==> src/rtl/pfe_pkg.sv <==
package pfe_pkg;

  typedef enum logic [1:0] {
    REG_CFG  = 2'd0,
    REG_CNT  = 2'd1,
    REG_CTL  = 2'd2,
    REG_STAT = 2'd3
  } reg_sel_e;

  localparam int THR_W   = 7;
  localparam int CS_W    = 3;
  localparam int CS_LSB  = 24;
  localparam int THR_LSB = 8;
  localparam int EN_BIT  = 7;
  localparam int DMA_BIT = 2;
  localparam int DIR_BIT = 0;

  typedef struct packed {
    logic [CS_W-1:0]  cs;
    logic [THR_W-1:0] thr;
    logic             en;
    logic             dma;
    logic             dir;
  } cfg_t;

  function automatic logic [31:0] cfg_pack(cfg_t c);
    logic [31:0] w;
    w = '0;
    w[CS_LSB +: CS_W]   = c.cs;
    w[THR_LSB +: THR_W] = c.thr;
    w[EN_BIT]           = c.en;
    w[DMA_BIT]          = c.dma;
    w[DIR_BIT]          = c.dir;
    return w;
  endfunction

endpackage

==> src/rtl/pfe_fifo.sv <==
module pfe_fifo #(
  parameter int DEPTH = 64,
  parameter int DW    = 8,
  localparam int AW   = $clog2(DEPTH),
  localparam int FW   = AW + 1
) (
  input  logic          clk,
  input  logic          rst_n,
  input  logic          flush,
  input  logic          push,
  input  logic [DW-1:0] din,
  input  logic          pop,
  output logic [DW-1:0] dout,
  output logic [FW-1:0] fill,
  output logic          full,
  output logic          empty
);

  logic [DW-1:0] mem [DEPTH];
  logic [AW-1:0] wr_q, wr_n, rd_q, rd_n;
  logic [FW-1:0] cnt_q, cnt_n;
  logic          push_ok, pop_ok;

  assign full    = (cnt_q == FW'(DEPTH));
  assign empty   = (cnt_q == '0);
  assign push_ok = push && !full;
  assign pop_ok  = pop && !empty;
  assign dout    = mem[rd_q];
  assign fill    = cnt_q;

  always_comb begin
    wr_n  = wr_q;
    rd_n  = rd_q;
    cnt_n = cnt_q;
    if (flush) begin
      wr_n  = '0;
      rd_n  = '0;
      cnt_n = '0;
    end else begin
      if (push_ok) wr_n = wr_q + AW'(1);
      if (pop_ok)  rd_n = rd_q + AW'(1);
      case ({push_ok, pop_ok})
        2'b10:   cnt_n = cnt_q + FW'(1);
        2'b01:   cnt_n = cnt_q - FW'(1);
        default: cnt_n = cnt_q;
      endcase
    end
  end

  always_ff @(posedge clk or negedge rst_n) begin
    if (!rst_n) begin
      wr_q  <= '0;
      rd_q  <= '0;
      cnt_q <= '0;
    end else begin
      wr_q  <= wr_n;
      rd_q  <= rd_n;
      cnt_q <= cnt_n;
    end
  end

  always_ff @(posedge clk) begin
    if (push_ok && !flush) mem[wr_q] <= din;
  end

endmodule

==> src/rtl/pfe_cfg_regs.sv <==
module pfe_cfg_regs
  import pfe_pkg::*;
#(
  parameter int DEPTH = 64,
  parameter int CNT_W = 14
) (
  input  logic             clk,
  input  logic             rst_n,
  input  logic             reg_we,
  input  logic [1:0]       reg_addr,
  input  logic [31:0]      reg_wdata,
  input  logic             dec,
  input  logic             finish,
  output cfg_t             cfg,
  output logic             thr_err,
  output logic [CNT_W-1:0] remaining,
  output logic             run,
  output logic             flush
);

  cfg_t             cfg_q, cfg_n;
  logic             err_q, err_n;
  logic [CNT_W-1:0] rem_q, rem_n;
  logic             run_q, run_n;
  logic [THR_W-1:0] wthr;
  logic             unused_wbits;

  assign wthr         = reg_wdata[THR_LSB +: THR_W];
  assign unused_wbits = ^{reg_wdata[31:CS_LSB+CS_W], reg_wdata[23:THR_LSB+THR_W],
                          reg_wdata[6:3], reg_wdata[1]};

  always_comb begin
    cfg_n = cfg_q;
    err_n = err_q;
    rem_n = rem_q;
    run_n = run_q;
    flush = 1'b0;
    if (dec)    rem_n = rem_q - CNT_W'(1);
    if (finish) run_n = 1'b0;
    if (reg_we) begin
      case (reg_addr)
        REG_CFG: if (!run_q) begin
          cfg_n.cs  = reg_wdata[CS_LSB +: CS_W];
          cfg_n.en  = reg_wdata[EN_BIT];
          cfg_n.dma = reg_wdata[DMA_BIT];
          cfg_n.dir = reg_wdata[DIR_BIT];
          if (wthr > THR_W'(DEPTH)) begin
            cfg_n.thr = THR_W'(DEPTH);
            err_n     = 1'b1;
          end else begin
            cfg_n.thr = wthr;
            err_n     = 1'b0;
          end
        end
        REG_CNT: if (!run_q) rem_n = reg_wdata[CNT_W-1:0];
        REG_CTL: begin
          if (!reg_wdata[0]) begin
            run_n = 1'b0;
            flush = 1'b1;
          end else if (!run_q && cfg_q.en) begin
            run_n = 1'b1;
            flush = 1'b1;
          end
        end
        default: ;
      endcase
    end
  end

  always_ff @(posedge clk or negedge rst_n) begin
    if (!rst_n) begin
      cfg_q <= '0;
      err_q <= 1'b0;
      rem_q <= '0;
      run_q <= 1'b0;
    end else begin
      cfg_q <= cfg_n;
      err_q <= err_n;
      rem_q <= rem_n;
      run_q <= run_n;
    end
  end

  assign cfg       = cfg_q;
  assign thr_err   = err_q;
  assign remaining = rem_q;
  assign run       = run_q;

endmodule

==> src/rtl/pfe_xfer.sv <==
module pfe_xfer #(
  parameter int DEPTH = 64,
  parameter int CNT_W = 14,
  parameter int THR_W = 7,
  localparam int FW   = $clog2(DEPTH) + 1,
  localparam int CW   = (FW > THR_W) ? FW : THR_W
) (
  input  logic             clk,
  input  logic             rst_n,
  input  logic             run,
  input  logic             dir,
  input  logic             dma,
  input  logic [THR_W-1:0] thr,
  input  logic [CNT_W-1:0] remaining,
  input  logic [FW-1:0]    fill,
  input  logic             full,
  input  logic             empty,
  input  logic             host_push,
  input  logic             host_pop,
  input  logic             dev_ack,
  output logic             dev_req,
  output logic             fifo_push,
  output logic             fifo_pop,
  output logic             dec,
  output logic             finish,
  output logic             cpu_req,
  output logic             dma_req,
  output logic             done_irq
);

  logic          rem_nz, dev_xfer, hit, room_left;
  logic [CW-1:0] fill_x, free_x, thr_x;
  logic          done_q, done_n;

  assign rem_nz    = (remaining != '0);
  assign room_left = (CNT_W'(fill) < remaining);
  assign dev_req   = run && (dir ? !empty : (rem_nz && !full));
  assign dev_xfer  = dev_req && dev_ack;
  assign fifo_push = dir ? (run && host_push && !full && room_left) : dev_xfer;
  assign fifo_pop  = dir ? dev_xfer : (host_pop && !empty);
  assign dec       = dev_xfer;
  assign finish    = run && !rem_nz && (!dir || empty);

  assign fill_x = CW'(fill);
  assign free_x = CW'(DEPTH) - fill_x;
  assign thr_x  = CW'(thr);
  assign hit    = run && (dir ? (free_x >= thr_x) : (fill_x >= thr_x));
  assign cpu_req = hit && !dma;
  assign dma_req = hit && dma;

  assign done_n = finish;

  always_ff @(posedge clk or negedge rst_n) begin
    if (!rst_n) done_q <= 1'b0;
    else        done_q <= done_n;
  end

  assign done_irq = done_q;

endmodule

==> src/rtl/pfe_engine.sv <==
module pfe_engine
  import pfe_pkg::*;
#(
  parameter int DEPTH = 64,
  parameter int CNT_W = 14
) (
  input  logic        clk,
  input  logic        rst_n,
  input  logic        reg_we,
  input  logic [1:0]  reg_addr,
  input  logic [31:0] reg_wdata,
  output logic [31:0] reg_rdata,
  input  logic        host_push,
  input  logic [7:0]  host_wdata,
  input  logic        host_pop,
  output logic [7:0]  host_rdata,
  output logic        dev_req,
  output logic        dev_we,
  output logic [2:0]  dev_cs,
  output logic [7:0]  dev_wdata,
  input  logic [7:0]  dev_rdata,
  input  logic        dev_ack,
  output logic        cpu_req,
  output logic        dma_req,
  output logic        done_irq,
  output logic [2:0]  irq_cs
);

  localparam int FW = $clog2(DEPTH) + 1;

  logic [1:0]       rst_sync;
  logic             rst_int_n;
  cfg_t             cfg;
  logic [31:0]      cfg_word;
  logic             thr_err, eng_run, flush, dec, finish;
  logic             cfg_dir;
  logic [CNT_W-1:0] eng_rem;
  logic [FW-1:0]    eng_fill;
  logic             full, empty, fifo_push, fifo_pop;
  logic [7:0]       fifo_din, fifo_dout;
  logic [31:0]      stat_word;

  always_ff @(posedge clk or negedge rst_n) begin
    if (!rst_n) rst_sync <= 2'b00;
    else        rst_sync <= {rst_sync[0], 1'b1};
  end
  assign rst_int_n = rst_sync[1];

  pfe_cfg_regs #(.DEPTH(DEPTH), .CNT_W(CNT_W)) u_regs (
    .clk       (clk),
    .rst_n     (rst_int_n),
    .reg_we    (reg_we),
    .reg_addr  (reg_addr),
    .reg_wdata (reg_wdata),
    .dec       (dec),
    .finish    (finish),
    .cfg       (cfg),
    .thr_err   (thr_err),
    .remaining (eng_rem),
    .run       (eng_run),
    .flush     (flush)
  );

  assign cfg_dir  = cfg.dir;
  assign fifo_din = cfg_dir ? host_wdata : dev_rdata;

  pfe_fifo #(.DEPTH(DEPTH), .DW(8)) u_fifo (
    .clk   (clk),
    .rst_n (rst_int_n),
    .flush (flush),
    .push  (fifo_push),
    .din   (fifo_din),
    .pop   (fifo_pop),
    .dout  (fifo_dout),
    .fill  (eng_fill),
    .full  (full),
    .empty (empty)
  );

  pfe_xfer #(.DEPTH(DEPTH), .CNT_W(CNT_W), .THR_W(THR_W)) u_xfer (
    .clk       (clk),
    .rst_n     (rst_int_n),
    .run       (eng_run),
    .dir       (cfg_dir),
    .dma       (cfg.dma),
    .thr       (cfg.thr),
    .remaining (eng_rem),
    .fill      (eng_fill),
    .full      (full),
    .empty     (empty),
    .host_push (host_push),
    .host_pop  (host_pop),
    .dev_ack   (dev_ack),
    .dev_req   (dev_req),
    .fifo_push (fifo_push),
    .fifo_pop  (fifo_pop),
    .dec       (dec),
    .finish    (finish),
    .cpu_req   (cpu_req),
    .dma_req   (dma_req),
    .done_irq  (done_irq)
  );

  assign cfg_word = cfg_pack(cfg);

  always_comb begin
    stat_word               = '0;
    stat_word[FW-1:0]       = eng_fill;
    stat_word[7]            = thr_err;
    stat_word[8]            = eng_run;
    stat_word[16 +: CNT_W]  = eng_rem;
  end

  always_comb begin
    case (reg_addr)
      REG_CFG:  reg_rdata = cfg_word;
      REG_CNT:  reg_rdata = 32'(eng_rem);
      REG_CTL:  reg_rdata = {31'b0, eng_run};
      default:  reg_rdata = stat_word;
    endcase
  end

  assign host_rdata = fifo_dout;
  assign dev_wdata  = fifo_dout;
  assign dev_we     = cfg_dir;
  assign dev_cs     = cfg.cs;
  assign irq_cs     = cfg.cs;

endmodule

==> config.mk <==
export PLATFORM = sky130hd
export DESIGN_NAME = pfe_engine
export DESIGN_NICKNAME = d
export VERILOG_FILES = /design/src/rtl/pfe_pkg.sv /design/src/rtl/pfe_fifo.sv /design/src/rtl/pfe_cfg_regs.sv /design/src/rtl/pfe_xfer.sv /design/src/rtl/pfe_engine.sv
export SDC_FILE = /design/constraint.sdc
export NUM_CORES = 1
export LEC_CHECK = 0
export ABC_AREA = 1
export BUFFER_PORTS_ARGS = -buffer_cell sky130_fd_sc_hd__buf_4
export CORE_MARGIN = 1
export CORE_UTILIZATION = 50
export DETAILED_ROUTE_END_ITERATION = 6
export GPL_TIMING_DRIVEN = 0
export MAX_ROUTING_LAYER = met4
export PLACE_DENSITY = 0.75
export SLEW_MARGIN = 40
export SYNTH_ARGS = -nofsm -noshare
export SYNTH_HDL_FRONTEND = slang
export SYNTH_HIERARCHICAL = 1
export SYNTH_SLANG_ARGS = --single-unit
==> constraint.sdc <==
create_clock -name clk -period 2.4 [get_ports clk]
set_clock_uncertainty 0.05 [all_clocks]
set_input_delay 0.24 -clock clk [delete_from_list [all_inputs] [get_ports clk]]
set_output_delay 0.24 -clock clk [all_outputs]
set_load 0.005 [all_outputs]
==> reports/metrics.cfg <==
[run_status]
outcome=finished with violations
violations=DRC, setup timing

[clock_network]
cts_made_buffers=56
path_clk_slew_ns=0.06
cts-root-buf=clkbuf_16
htree_levels=2
clk_latency_ns=0.61
clockBufferDepth=3
cts_sinks=563
cts_tree=yes

[worst_setup_path]
cpMaxStageDelayCell=dfrtp_1
path_cells=buf_6 -> buf_4 -> clkbuf_16 -> buf_12 -> nor2_1 -> nor2_1 -> o21ai_0 -> nand3_2 -> nand3_2 -> nand2_2 -> nand3_2 -> nand2_2 -> buf_4 -> buf_4
startpoint_type=flip-flop
cpPeakStageDelay_ns=0.41
path_max_fanout=10
worstSetupPathType=reg -> out
arrival_ns=2.81
endpoint_kind=output pin
required_ns=2.11

[final_layout]
area_delta_synth_final_pct=29.7
drive_above_1_share=0.280
post-route-util=0.663
stdcell_count=3443
diodes=0
nets=2819
fill_cells=3429

[global_route]
antenna_found_initial=0
grt_use_met2=0.500
grt_first_pass_wirelength_um=116000
grtUsageMet3=0.0514
grt.overflow.total=0
grt_use_met1=0.407
grt_start_max_net_pins=27
grt_pass1_vias=19000
grt.busiest_layer=met2
grtUsageTotal=0.319

[timing]
finalHoldViolCount=0
period_share=1.29
fin_ws_ns=-0.699
timing.fmax_mhz=323
worst_slew_pin_slew_ns=0.842
setup_violations=626
rsz0062_at_grt=true
fin_setup_tns_ns=-198.65
fin_crit_ns=3.10
hold_ws_ns=0.0562
maxSlewViolCount=0
relSlewSlack=0.434

[floorplanning]
rows=81
die_w_um=227
core_area_um2=49400
die_area_um2=51400
die_h_um=227
start_util=0.512
ios=115

[power]
p_sw_frac=0.409
internal_power_mw=25.6
share_comb_of_total_power=0.494
p_seq_frac=0.293
p_leak_nw=12.5
netSwitchingPower_mw=17.7
powerDensity_nw_per_um2=1320
clkPwrFrac=0.213
ir_drop_mv=0.657

[route]
vias=20100
viasPerCell=5.84
wl_per_cell_um=23.4
drc=1
ant_nets=0
drtIter0Drc=2649
routed_wl_um=80600
first_pass_iters=7

[synth]
synth_mux_area_frac=0.000396
synth_area_per_cell_um2=10.3
postSynth.asyncResetShare=0.0906
synth-compound-area-share=0.0497
syn_area_um2=25300
synth-edff-count=512
ys_seq_elements=563
yosys.area_share.simple=0.222
synth_cell_type_count=51
synthCells=2452
synth_top_family_by_area=simple AND/OR/NAND/NOR gates
yosys.area_share.xor_xnor=0.00486
yosysSeqAreaShare=0.659
synth_flop_cell=edfxtp_1
synthAdderAreaFrac=0.0147
ys.warnings.count=6

[place]
portBuffers=97
placed_cells=3242
dp_slack_ns=-1.14
dp_hpwl_um=53400
gp_congestion=0.965

[run]
cap_violations=0

[min_path]
hp-class=in -> reg

-- registers in the layout, indices dropped and copies added (netlist names) --
name              flops
u_fifo/mem          512
u_regs/remaining     14
u_regs/cfg           13
u_fifo/fill           7
u_fifo/rd_q           6
u_fifo/wr_q           6
rst_sync              2
u_regs/run            1
u_regs/thr_err        1
u_xfer/done_irq       1
-- worst paths after layout --
check	start	endpoint	slack, ns	cells after the start
min in group asynchronous	rst_sync[1]$_DFF_PN0_	u_regs/thr_err$_DFFE_PN0P_	0.20	0
setup / recovery	u_fifo/rd_q[0]$_DFFE_PN0P_	host_rdata[7]	-0.70	14
hold / removal	reg_addr[0]	u_regs/run$_DFF_PN0_	0.06	4
setup reg to reg	u_fifo/fill[1]$_DFFE_PN0P_	u_fifo/mem[3][3]$_DFFE_PP_	-0.44	15
max in group asynchronous	rst_sync[1]$_DFF_PN0_	u_fifo/fill[5]$_DFFE_PN0P_	1.62	1
hold reg to reg	rst_sync[1]$_DFF_PN0_	u_regs/thr_err$_DFFE_PN0P_	0.20	0
-- cells in the mapped netlist, types with 3 or more instances --
master    count  area (µm²)
edfxtp_1    512       15400
inv_2         3        11.3
nand2_1     610        2290
buf_6        13         146
o21ai_1       9        45.0
nand2_2      13        81.3
or2_2         3        18.8
nand4_1       8        50.1
xnor2_1       8        70.1
clkbuf_1     41         154
buf_4        21         158
nor3_1       15        75.1
nand3_1     254        1270
nor2_4        5        56.3
nand3_2       4        40.0
clkinv_1      5        18.8
o21ai_2      11        96.3
o21ai_0     158         791
ha_1         28         350
xor2_1        6        52.6
inv_1       121         454
nor2_1      413        1550
buf_2        39         195
dfrtp_1      51        1280
nor2_2        7        43.8
a21oi_1      47         235
buf_1        13        48.8
-- stage by stage --
stage / instance area, µm² / power, mW
final: 32700 / 43.3
after global routing: 32700 / 44.9
after detailed placement: 28100 / 29.3
after floorplan: 26000 / 22.5
after CTS: 32000 / 41.4
after global placement: 27500 / 28.5
-- kinds of logic after synthesis --
logic type               after synthesis
other                                  2
AND/OR/NAND/NOR                     1346
XOR/XNOR                              14
flip-flops                           563
multiplexers                           1
adder cells (fa/ha/maj)               29
AO/OA/AOI/OAI                        237
buffers and inverters                260
-- critical path, delay by kind of cell, from the launching register on --
family | cells | cell delay (ns)
buf+inv | 6 | 0.89
simple gates | 7 | 0.75
flops | 1 | 0.41
compound gates | 1 | 0.15
-- area by class of cell --
class	count	area, µm²	area share
sequential	563	16700	0.509
tap	664	831	0.0254
inverter	132	520	0.0159
timing repair buffer	224	2440	0.0745
clock inverter	34	435	0.0133
multi-input combinational	1631	9180	0.280
buffer	126	1170	0.0358
clock buffer	69	1490	0.0456
-- cells in the final DEF, fill, tap and decap left out, types with 13 or more instances in the layout --
| master | count |
|---|---|
| nand2_1 | 559 |
| edfxtp_1 | 512 |
| nor2_1 | 300 |
| buf_4 | 167 |
| nand3_1 | 165 |
| inv_1 | 115 |
| o21ai_0 | 110 |
| nand3_2 | 87 |
| nor2_4 | 77 |
| clkbuf_16 | 65 |
| nand2_2 | 54 |
| nor2_2 | 48 |
| o21ai_1 | 47 |
| dfrtp_1 | 39 |
| buf_12 | 30 |
| buf_8 | 28 |
| dlygate4sd3_1 | 23 |
| a21oi_1 | 23 |
| buf_6 | 22 |
| buf_2 | 21 |
| a21oi_2 | 20 |
| ha_1 | 20 |
| clkbuf_1 | 19 |
| clkbuf_2 | 15 |
| clkinv_1 | 13 |
-- metal layers --
layer	wire length, µm	vias to the layer above
met5	0	-
met4	4430	0
met3	8600	260
met2	38000	1307
met1	29600	9683
li1	-	8869
-- power by group through the flow --
| stage | Clock (mW) | Combinational (mW) | Sequential [mW] |
|---|---|---|---|
| 6_report | 9.24 | 21.4 | 12.7 |
| 5_1_grt | 9.63 | 22.5 | 12.8 |
| 4_1_cts | 9.25 | 19.4 | 12.7 |
| 3_5_place_dp | 0 | 16.3 | 13.1 |
| 3_3_place_gp | 0 | 15.2 | 13.3 |
| 2_1_floorplan | 0 | 9.65 | 12.9 |
-- timing repair --
action / in CTS / in global routing
hold buffers: 23 / 0
resized for setup: 368 / 95
endpoints found under the setup margin: 551 / 638
hold endpoints to repair: 35 / 0
buffers inserted: 40 / 24
pin swaps: 107 / 78
cloned: 6 / 7
(Power assumes the default switching activity.)
